===== src/rtl/boot_pkg.sv =====
package boot_pkg;

  typedef enum logic [2:0] {
    ST_IDLE,
    ST_RESET,
    ST_XFER,
    ST_FETCH,
    ST_ADDR_HI,
    ST_ADDR_LO,
    ST_STATUS
  } seq_state_t;

  // Command word as read from memory, lowest address in the top byte.
  typedef struct packed {
    logic [7:0]  op;
    logic [23:0] data_addr;
    logic [7:0]  flags;
    logic [7:0]  spare;
    logic [15:0] count;
  } cmd_word_t;

endpackage


===== src/rtl/boot_reset_pulse.sv =====
module boot_reset_pulse #(
  parameter int RST_CYCLES = 4
) (
  input  logic clk,
  input  logic rst,
  input  logic fire_i,
  output logic pulse_o,
  output logic done_o
);
  localparam int CW = $clog2(RST_CYCLES + 1);

  logic [CW-1:0] cnt;

  always_ff @(posedge clk) begin
    if (rst) begin
      cnt     <= '0;
      pulse_o <= 1'b0;
      done_o  <= 1'b0;
    end else begin
      done_o <= 1'b0;
      if (fire_i) begin
        cnt     <= CW'(RST_CYCLES);
        pulse_o <= 1'b1;
      end else if (cnt == CW'(1)) begin
        cnt     <= '0;
        pulse_o <= 1'b0;
        done_o  <= 1'b1;
      end else if (cnt != '0) begin
        cnt <= cnt - CW'(1);
      end
    end
  end
endmodule


===== src/rtl/boot_byte_mover.sv =====
module boot_byte_mover #(
  parameter int AW    = 16,
  parameter int CNT_W = 16
) (
  input  logic             clk,
  input  logic             rst,
  input  logic             load_i,
  input  logic [AW-1:0]    addr_i,
  input  logic [CNT_W-1:0] count_i,
  input  logic             sli_i,
  output logic             dev_rd_o,
  input  logic             dev_valid_i,
  input  logic [7:0]       dev_data_i,
  input  logic             dev_eod_i,
  output logic             we_o,
  output logic [AW-1:0]    waddr_o,
  output logic [7:0]       wdata_o,
  output logic             done_o,
  output logic             short_o
);
  logic             active;
  logic             sli_q;
  logic [CNT_W-1:0] remain;
  logic [AW-1:0]    ptr;

  assign dev_rd_o = active && (remain != '0);

  always_ff @(posedge clk) begin
    if (rst) begin
      active  <= 1'b0;
      sli_q   <= 1'b0;
      remain  <= '0;
      ptr     <= '0;
      we_o    <= 1'b0;
      waddr_o <= '0;
      wdata_o <= '0;
      done_o  <= 1'b0;
      short_o <= 1'b0;
    end else begin
      we_o    <= 1'b0;
      done_o  <= 1'b0;
      short_o <= 1'b0;
      if (load_i) begin
        active <= 1'b1;
        sli_q  <= sli_i;
        remain <= count_i;
        ptr    <= addr_i;
      end else if (active) begin
        if (remain == '0) begin
          active <= 1'b0;
          done_o <= 1'b1;
        end else if (dev_valid_i) begin
          we_o    <= 1'b1;
          waddr_o <= ptr;
          wdata_o <= dev_data_i;
          ptr     <= ptr + AW'(1);
          remain  <= remain - CNT_W'(1);
        end else if (dev_eod_i) begin
          active <= 1'b0;
          if (sli_q) done_o  <= 1'b1;
          else       short_o <= 1'b1;
        end
      end
    end
  end
endmodule


===== src/rtl/boot_word_reader.sv =====
module boot_word_reader #(
  parameter int AW     = 16,
  parameter int NBYTES = 8
) (
  input  logic                clk,
  input  logic                rst,
  input  logic                start_i,
  input  logic [AW-1:0]       base_i,
  output logic                re_o,
  output logic [AW-1:0]       addr_o,
  input  logic [7:0]          rdata_i,
  output logic [NBYTES*8-1:0] word_o,
  output logic                done_o
);
  localparam int CW = $clog2(NBYTES + 1);
  localparam int WW = NBYTES * 8;

  logic          issuing;
  logic          re_q;
  logic [CW-1:0] iss;
  logic [CW-1:0] cap;
  logic [AW-1:0] base;

  always_ff @(posedge clk) begin
    if (rst) begin
      issuing <= 1'b0;
      re_q    <= 1'b0;
      iss     <= '0;
      cap     <= '0;
      base    <= '0;
      re_o    <= 1'b0;
      addr_o  <= '0;
      word_o  <= '0;
      done_o  <= 1'b0;
    end else begin
      done_o <= 1'b0;
      re_q   <= re_o;
      if (start_i) begin
        issuing <= 1'b1;
        iss     <= '0;
        base    <= base_i;
        re_o    <= 1'b0;
      end else if (issuing) begin
        re_o   <= 1'b1;
        addr_o <= base + AW'(iss);
        iss    <= iss + CW'(1);
        if (iss == CW'(NBYTES - 1)) issuing <= 1'b0;
      end else begin
        re_o <= 1'b0;
      end
      if (re_q) begin
        word_o <= {word_o[WW-9:0], rdata_i};
        if (cap == CW'(NBYTES - 1)) begin
          cap    <= '0;
          done_o <= 1'b1;
        end else begin
          cap <= cap + CW'(1);
        end
      end
    end
  end
endmodule


===== src/rtl/boot_load_seq.sv =====
module boot_load_seq
  import boot_pkg::*;
#(
  parameter int AW         = 16,
  parameter int DEV_AW     = 12,
  parameter int CNT_W      = 16,
  parameter int RST_CYCLES = 4,
  parameter int INIT_COUNT = 24,
  parameter int CCW_START  = 8,
  parameter int CCW_BYTES  = 8,
  parameter int ADDR_SLOT  = 2,
  parameter int CHAIN_BIT  = 1,
  parameter int SLI_BIT    = 2,
  parameter logic [7:0] IPL_CMD = 8'h02
) (
  input  logic              clk,
  input  logic              rst,
  input  logic              start_i,
  input  logic [DEV_AW-1:0] dev_addr_i,
  output logic              sys_reset_o,
  output logic              load_light_o,
  output logic              err_o,
  output logic              dev_rd_o,
  output logic [7:0]        dev_cmd_o,
  output logic [DEV_AW-1:0] dev_sel_o,
  input  logic              dev_valid_i,
  input  logic [7:0]        dev_data_i,
  input  logic              dev_eod_i,
  output logic              mem_we_o,
  output logic              mem_re_o,
  output logic [AW-1:0]     mem_addr_o,
  output logic [7:0]        mem_wdata_o,
  input  logic [7:0]        mem_rdata_i,
  output logic [63:0]       psw_o,
  output logic              psw_valid_o
);
  localparam int WORD_W = CCW_BYTES * 8;
  localparam logic [15:0] ZERO_HALF = '0;

  seq_state_t        state;
  logic              rg_fire, rg_done;
  logic              xf_load, xf_sli, xf_we, xf_done, xf_short;
  logic [AW-1:0]     xf_addr, xf_waddr;
  logic [CNT_W-1:0]  xf_count;
  logic [7:0]        xf_wdata;
  logic              rd_start, rd_re, rd_done;
  logic [AW-1:0]     rd_base, rd_addr;
  logic [WORD_W-1:0] rd_word;
  logic              st_we;
  logic [AW-1:0]     st_addr;
  logic [7:0]        st_data;
  logic [AW-1:0]     ccw_ptr;
  logic [DEV_AW-1:0] dev_q;
  logic [7:0]        cmd_q;
  logic              chain_q;
  logic [15:0]       half;
  cmd_word_t         cw;

  assign half = ZERO_HALF | 16'(dev_q);
  assign cw   = cmd_word_t'(rd_word);

  boot_reset_pulse #(.RST_CYCLES(RST_CYCLES)) u_rst (
    .clk(clk), .rst(rst), .fire_i(rg_fire),
    .pulse_o(sys_reset_o), .done_o(rg_done)
  );

  boot_byte_mover #(.AW(AW), .CNT_W(CNT_W)) u_mover (
    .clk(clk), .rst(rst), .load_i(xf_load), .addr_i(xf_addr),
    .count_i(xf_count), .sli_i(xf_sli), .dev_rd_o(dev_rd_o),
    .dev_valid_i(dev_valid_i), .dev_data_i(dev_data_i), .dev_eod_i(dev_eod_i),
    .we_o(xf_we), .waddr_o(xf_waddr), .wdata_o(xf_wdata),
    .done_o(xf_done), .short_o(xf_short)
  );

  boot_word_reader #(.AW(AW), .NBYTES(CCW_BYTES)) u_reader (
    .clk(clk), .rst(rst), .start_i(rd_start), .base_i(rd_base),
    .re_o(rd_re), .addr_o(rd_addr), .rdata_i(mem_rdata_i),
    .word_o(rd_word), .done_o(rd_done)
  );

  // Memory port: the three sources are active in disjoint phases.
  assign mem_we_o    = xf_we | st_we;
  assign mem_re_o    = rd_re;
  assign mem_addr_o  = rd_re ? rd_addr : (st_we ? st_addr : xf_waddr);
  assign mem_wdata_o = st_we ? st_data : xf_wdata;
  assign dev_cmd_o   = cmd_q;
  assign dev_sel_o   = dev_q;

  always_ff @(posedge clk) begin
    if (rst) begin
      state        <= ST_IDLE;
      load_light_o <= 1'b0;
      err_o        <= 1'b0;
      psw_o        <= '0;
      psw_valid_o  <= 1'b0;
      rg_fire      <= 1'b0;
      xf_load      <= 1'b0;
      xf_addr      <= '0;
      xf_count     <= '0;
      xf_sli       <= 1'b0;
      rd_start     <= 1'b0;
      rd_base      <= '0;
      st_we        <= 1'b0;
      st_addr      <= '0;
      st_data      <= '0;
      ccw_ptr      <= '0;
      dev_q        <= '0;
      cmd_q        <= '0;
      chain_q      <= 1'b0;
    end else begin
      rg_fire     <= 1'b0;
      xf_load     <= 1'b0;
      rd_start    <= 1'b0;
      st_we       <= 1'b0;
      psw_valid_o <= 1'b0;
      case (state)
        ST_IDLE: begin
          if (start_i) begin
            dev_q        <= dev_addr_i;
            load_light_o <= 1'b1;
            err_o        <= 1'b0;
            rg_fire      <= 1'b1;
            state        <= ST_RESET;
          end
        end
        ST_RESET: begin
          if (rg_done) begin
            xf_load  <= 1'b1;
            xf_addr  <= '0;
            xf_count <= CNT_W'(INIT_COUNT);
            xf_sli   <= 1'b1;
            chain_q  <= 1'b1;
            cmd_q    <= IPL_CMD;
            ccw_ptr  <= AW'(CCW_START);
            state    <= ST_XFER;
          end
        end
        ST_XFER: begin
          if (xf_short) begin
            err_o        <= 1'b1;
            load_light_o <= 1'b0;
            state        <= ST_IDLE;
          end else if (xf_done) begin
            if (chain_q) begin
              rd_start <= 1'b1;
              rd_base  <= ccw_ptr;
              state    <= ST_FETCH;
            end else begin
              st_we   <= 1'b1;
              st_addr <= AW'(ADDR_SLOT);
              st_data <= half[15:8];
              state   <= ST_ADDR_HI;
            end
          end
        end
        ST_FETCH: begin
          if (rd_done) begin
            cmd_q    <= cw.op;
            chain_q  <= cw.flags[CHAIN_BIT];
            xf_load  <= 1'b1;
            xf_addr  <= cw.data_addr[AW-1:0];
            xf_count <= CNT_W'(cw.count);
            xf_sli   <= cw.flags[SLI_BIT];
            ccw_ptr  <= ccw_ptr + AW'(CCW_BYTES);
            state    <= ST_XFER;
          end
        end
        ST_ADDR_HI: begin
          st_we   <= 1'b1;
          st_addr <= AW'(ADDR_SLOT + 1);
          st_data <= half[7:0];
          state   <= ST_ADDR_LO;
        end
        ST_ADDR_LO: begin
          rd_start <= 1'b1;
          rd_base  <= '0;
          state    <= ST_STATUS;
        end
        ST_STATUS: begin
          if (rd_done) begin
            psw_o        <= 64'(rd_word);
            psw_valid_o  <= 1'b1;
            load_light_o <= 1'b0;
            state        <= ST_IDLE;
          end
        end
        default: state <= ST_IDLE;
      endcase
    end
  end
endmodule


===== config.mk =====
export PLATFORM = sky130hd
export DESIGN_NAME = boot_load_seq
export DESIGN_NICKNAME = d
export VERILOG_FILES = /design/src/rtl/boot_pkg.sv /design/src/rtl/boot_reset_pulse.sv /design/src/rtl/boot_byte_mover.sv /design/src/rtl/boot_word_reader.sv /design/src/rtl/boot_load_seq.sv
export SDC_FILE = /design/constraint.sdc
export NUM_CORES = 1
export LEC_CHECK = 0
export ABC_AREA = 1
export BUFFER_PORTS_ARGS = -buffer_cell sky130_fd_sc_hd__clkbuf_2
export CAP_MARGIN = 20
export CELL_PAD_IN_SITES_DETAIL_PLACEMENT = 0
export CELL_PAD_IN_SITES_GLOBAL_PLACEMENT = 2
export CORE_ASPECT_RATIO = 1.75
export CORE_MARGIN = 2
export CORE_UTILIZATION = 36
export CTS_BUF_LIST = sky130_fd_sc_hd__clkbuf_16
export DETAILED_ROUTE_END_ITERATION = 6
export PLACE_DENSITY = 0.82
export SYNTH_ARGS = -nofsm -noshare
export SYNTH_HDL_FRONTEND = slang
export SYNTH_SLANG_ARGS = --single-unit

===== constraint.sdc =====
create_clock -name clk -period 3.5 [get_ports clk]
set_input_delay 0.35 -clock clk [delete_from_list [all_inputs] [get_ports clk]]
set_output_delay 0.35 -clock clk [all_outputs]
set_load 0.005 [all_outputs]

==> results.cfg <==
[detailed_routing]
vias = 12500
drtPass1Iterations = 4
drt-initial-drc-count = 547
wl_um = 42300
drc = 0
via_per_inst = 4.97
wl_per_cell_um = 16.8
ant_nets = 0

[logic_synthesis]
synth_fa_ha_area_share_pct = 1.21
yosys_warnings = 0
synth_xor_area_share_pct = 1.44
synth_area_um2 = 14000
synthSimpleGateAreaFrac_pct = 27.0
synth.mux.area_fraction_pct = 0
syn_inst = 1924
synth-edff-count = 0
ys_seq_area_share_pct = 48.1
yosysUniqueCellTypes = 40
synth_top_family_by_area = simple AND/OR/NAND/NOR gates
synth-compound-area-share_pct = 14.9
synth.ff_latch_count = 337
syn_nets = 1970
ys.flop_type = dfxtp_1
async_flop_share_pct = 0
avgSynthCellArea_um2 = 7.29

[die]
num_io_pins = 148
die-area_um2 = 40600
rows = 95
initial_core_util_pct = 36.5
core-area_um2 = 38400
die_h_um = 265
die-width_um = 153

[sta]
worst_pin_slew_ns = 0.839
fin_crit_sh_pct = 71.2
timing.slew.headroom_pct = 43.8
drv_slew = 0
finalWorstSetupSlack_ns = 1.01
hold_violations = 0
hold_ws_ns = 0.0412
rsz0062_at_grt = false
tns_ns = 0
fmax_mhz = 402
setup_violations = 0
fin_crit_ns = 2.49
fin_skew_ns = 0.0267

[finish]
layout-drive-gt1-share_pct = 12.1
antennaDiodeCount = 0
num-fill-cells = 4142
instances_no_fill = 2516
nets = 2051
synthToLayoutAreaGrowth_pct = 14.7
fin_util_pct = 41.9

[grt]
grtUsageMet3_pct = 2.97
grt_usage_pct = 20.6
met2_usage_pct = 37.5
met1_usage_pct = 23.7
grt_max_degree = 75
busiest_layer = met2
grt_pass1_vias = 12300
grt-ovfl-total = 0
grt_pass1_wl_um = 67600
antenna_found_initial = 0

[critical_path]
cp.arrival_ns = 2.14
worst_path_dominant_cell_family = flip-flops
path_max_fanout = 22
cp_slowest_stage_delay_ns = 0.66
crit_chain = inv_1 -> nand3_1 -> o21ai_0 -> clkbuf_2
crit_buf_inv = 2
critical_path_class = register to output pin
worstPathRequired_ns = 3.15
r2r_slack_ns = 1.03
cp-start-kind = register
slowest_stage = dfxtp_1
crit_path_end_kind = output pin

[cts]
cts.repair.resized = 0
cts_max_level = 2
cts_tree = done
clock_sink_count = 337
numCtsBuffers = 35
root_buffer = clkbuf_16
postCtsHoldBufs = 0
clock_path_buffers = 3
clkLatencyLatePin_ns = 0.54
path_clk_slew_ns = 0.07
cts_setup_buffers = 0

[placed_design]
place_hpwl_um = 29200
dp_slack_ns = 1.01
place_inst = 2453
io_buffers = 147
gp_congestion = 0.829

[power_and_ir_drop]
vdd_ir_drop_max_mv = 0.281
p_per_area_nw_per_um2 = 519
power_leakage_nw = 6.68

[job]
maxCapViolCount = 0

[hold_path]
hold_path_class = input pin to register

[run_status]
status = completed
-- path summary, 6_finish.rpt --
check / cells after the start / start / endpoint
max: 4 / u_reader.re_o / mem_addr_o[15]
min reg2reg: 1 / rg_fire / u_rst.done_o
min: 3 / mem_rdata_i[2] / u_reader.word_o[2]
max reg2reg: 7 / state[2] / xf_count[4]
-- sequential cells by signal, indices dropped and copies added, names as in the netlist, 2 cells and up --
| register | cells |
|---|---|
| ccw_ptr | 13 |
| dev_cmd_o | 8 |
| dev_sel_o | 12 |
| psw_o | 64 |
| rd_base | 14 |
| st_addr | 2 |
| st_data | 8 |
| state | 3 |
| u_mover.ptr | 16 |
| u_mover.remain | 16 |
| u_mover.waddr_o | 16 |
| u_mover.wdata_o | 8 |
| u_reader.addr_o | 16 |
| u_reader.base | 14 |
| u_reader.cap | 4 |
| u_reader.iss | 4 |
| u_reader.word_o | 64 |
| u_rst.cnt | 3 |
| xf_addr | 16 |
| xf_count | 16 |
-- Yosys cell counts (2+ instances only) --
library cell,n,area share [%]
a211oi_1,5,0.27
a21oi_1,226,8.1
a31oi_1,2,0.089
buf_1,8,0.21
buf_2,18,0.64
buf_4,10,0.54
buf_6,6,0.48
clkbuf_1,75,2.0
dfxtp_1,337,48
ha_1,12,1.1
inv_1,122,3.3
inv_2,4,0.11
nand2_1,431,12
nand2_2,5,0.22
nand3_1,167,6.0
nand3_4,2,0.25
nand3b_1,5,0.27
nand4_1,15,0.67
nor2_1,237,6.3
nor2_2,5,0.22
nor2_4,3,0.24
nor2_8,2,0.29
nor3_1,21,0.75
o211ai_1,3,0.16
o21ai_0,161,5.7
o21bai_1,2,0.11
o31ai_1,5,0.27
or2_2,2,0.089
xnor2_1,11,0.69
xor2_1,12,0.75
-- final cells by class --
| class | count | area [um2] | share of cell area [%] |
|---|---|---|---|
| sequential | 337 | 6750 | 41.9 |
| inverter | 127 | 478 | 2.97 |
| timing repair buffer | 162 | 855 | 5.31 |
| clock inverter | 27 | 235 | 1.46 |
| tap | 485 | 607 | 3.77 |
| multi-input combinational | 1342 | 6270 | 39.0 |
| clock buffer | 36 | 901 | 5.60 |
-- layout by cell type (no fill, tap or decap), drive strengths merged --
cell type  instances
a211oi             5
a21o               1
a21oi            226
a221oi             1
a31oi              2
and2               1
buf               16
bufinv             4
clkbuf           182
clkinv            19
dfxtp            337
fa                 1
ha                12
inv              131
nand2            437
nand3            169
nand3b             5
nand4             15
nor2             247
nor3              22
o211ai             3
o21ai            162
o21bai             2
o22ai              1
o31ai              5
or2                2
xnor2             11
xor2              12
-- logic make-up after synthesis --
logic type / after synthesis
buffers and inverters: 245
AOI/OAI and AO/OA: 408
and+or+nand+nor: 898
xor gates and xnor gates: 23
DFF: 337
adders and majority gates: 13
-- layer usage --
metal / vias up / wire (um)
met5: - / 0
met4: 0 / 1910
met3: 72 / 1570
met2: 219 / 21500
met1: 5764 / 17300
li1: 6439 / -
-- metrics by stage --
step / area (um2) / total power (W)
after global placement: 15000 / 0.00468
after global routing: 16100 / 0.00871
after floorplan: 14000 / 0.00449
after CTS: 16100 / 0.00848
final: 16100 / 0.00836
after detailed placement: 15000 / 0.00468
-- power breakdown --
group	switching (W)	total (W)	internal, W
sequential	0.0000663	0.00398	0.00391
combinational	0.000413	0.000609	0.000196
clock	0.00160	0.00377	0.00217
-- tightest hold or removal path, cell delays in order --
cell      delay [ns]
clkbuf_2        0.08
nor2_1          0.04
nor2_1          0.08
(Power assumes the default switching activity.)
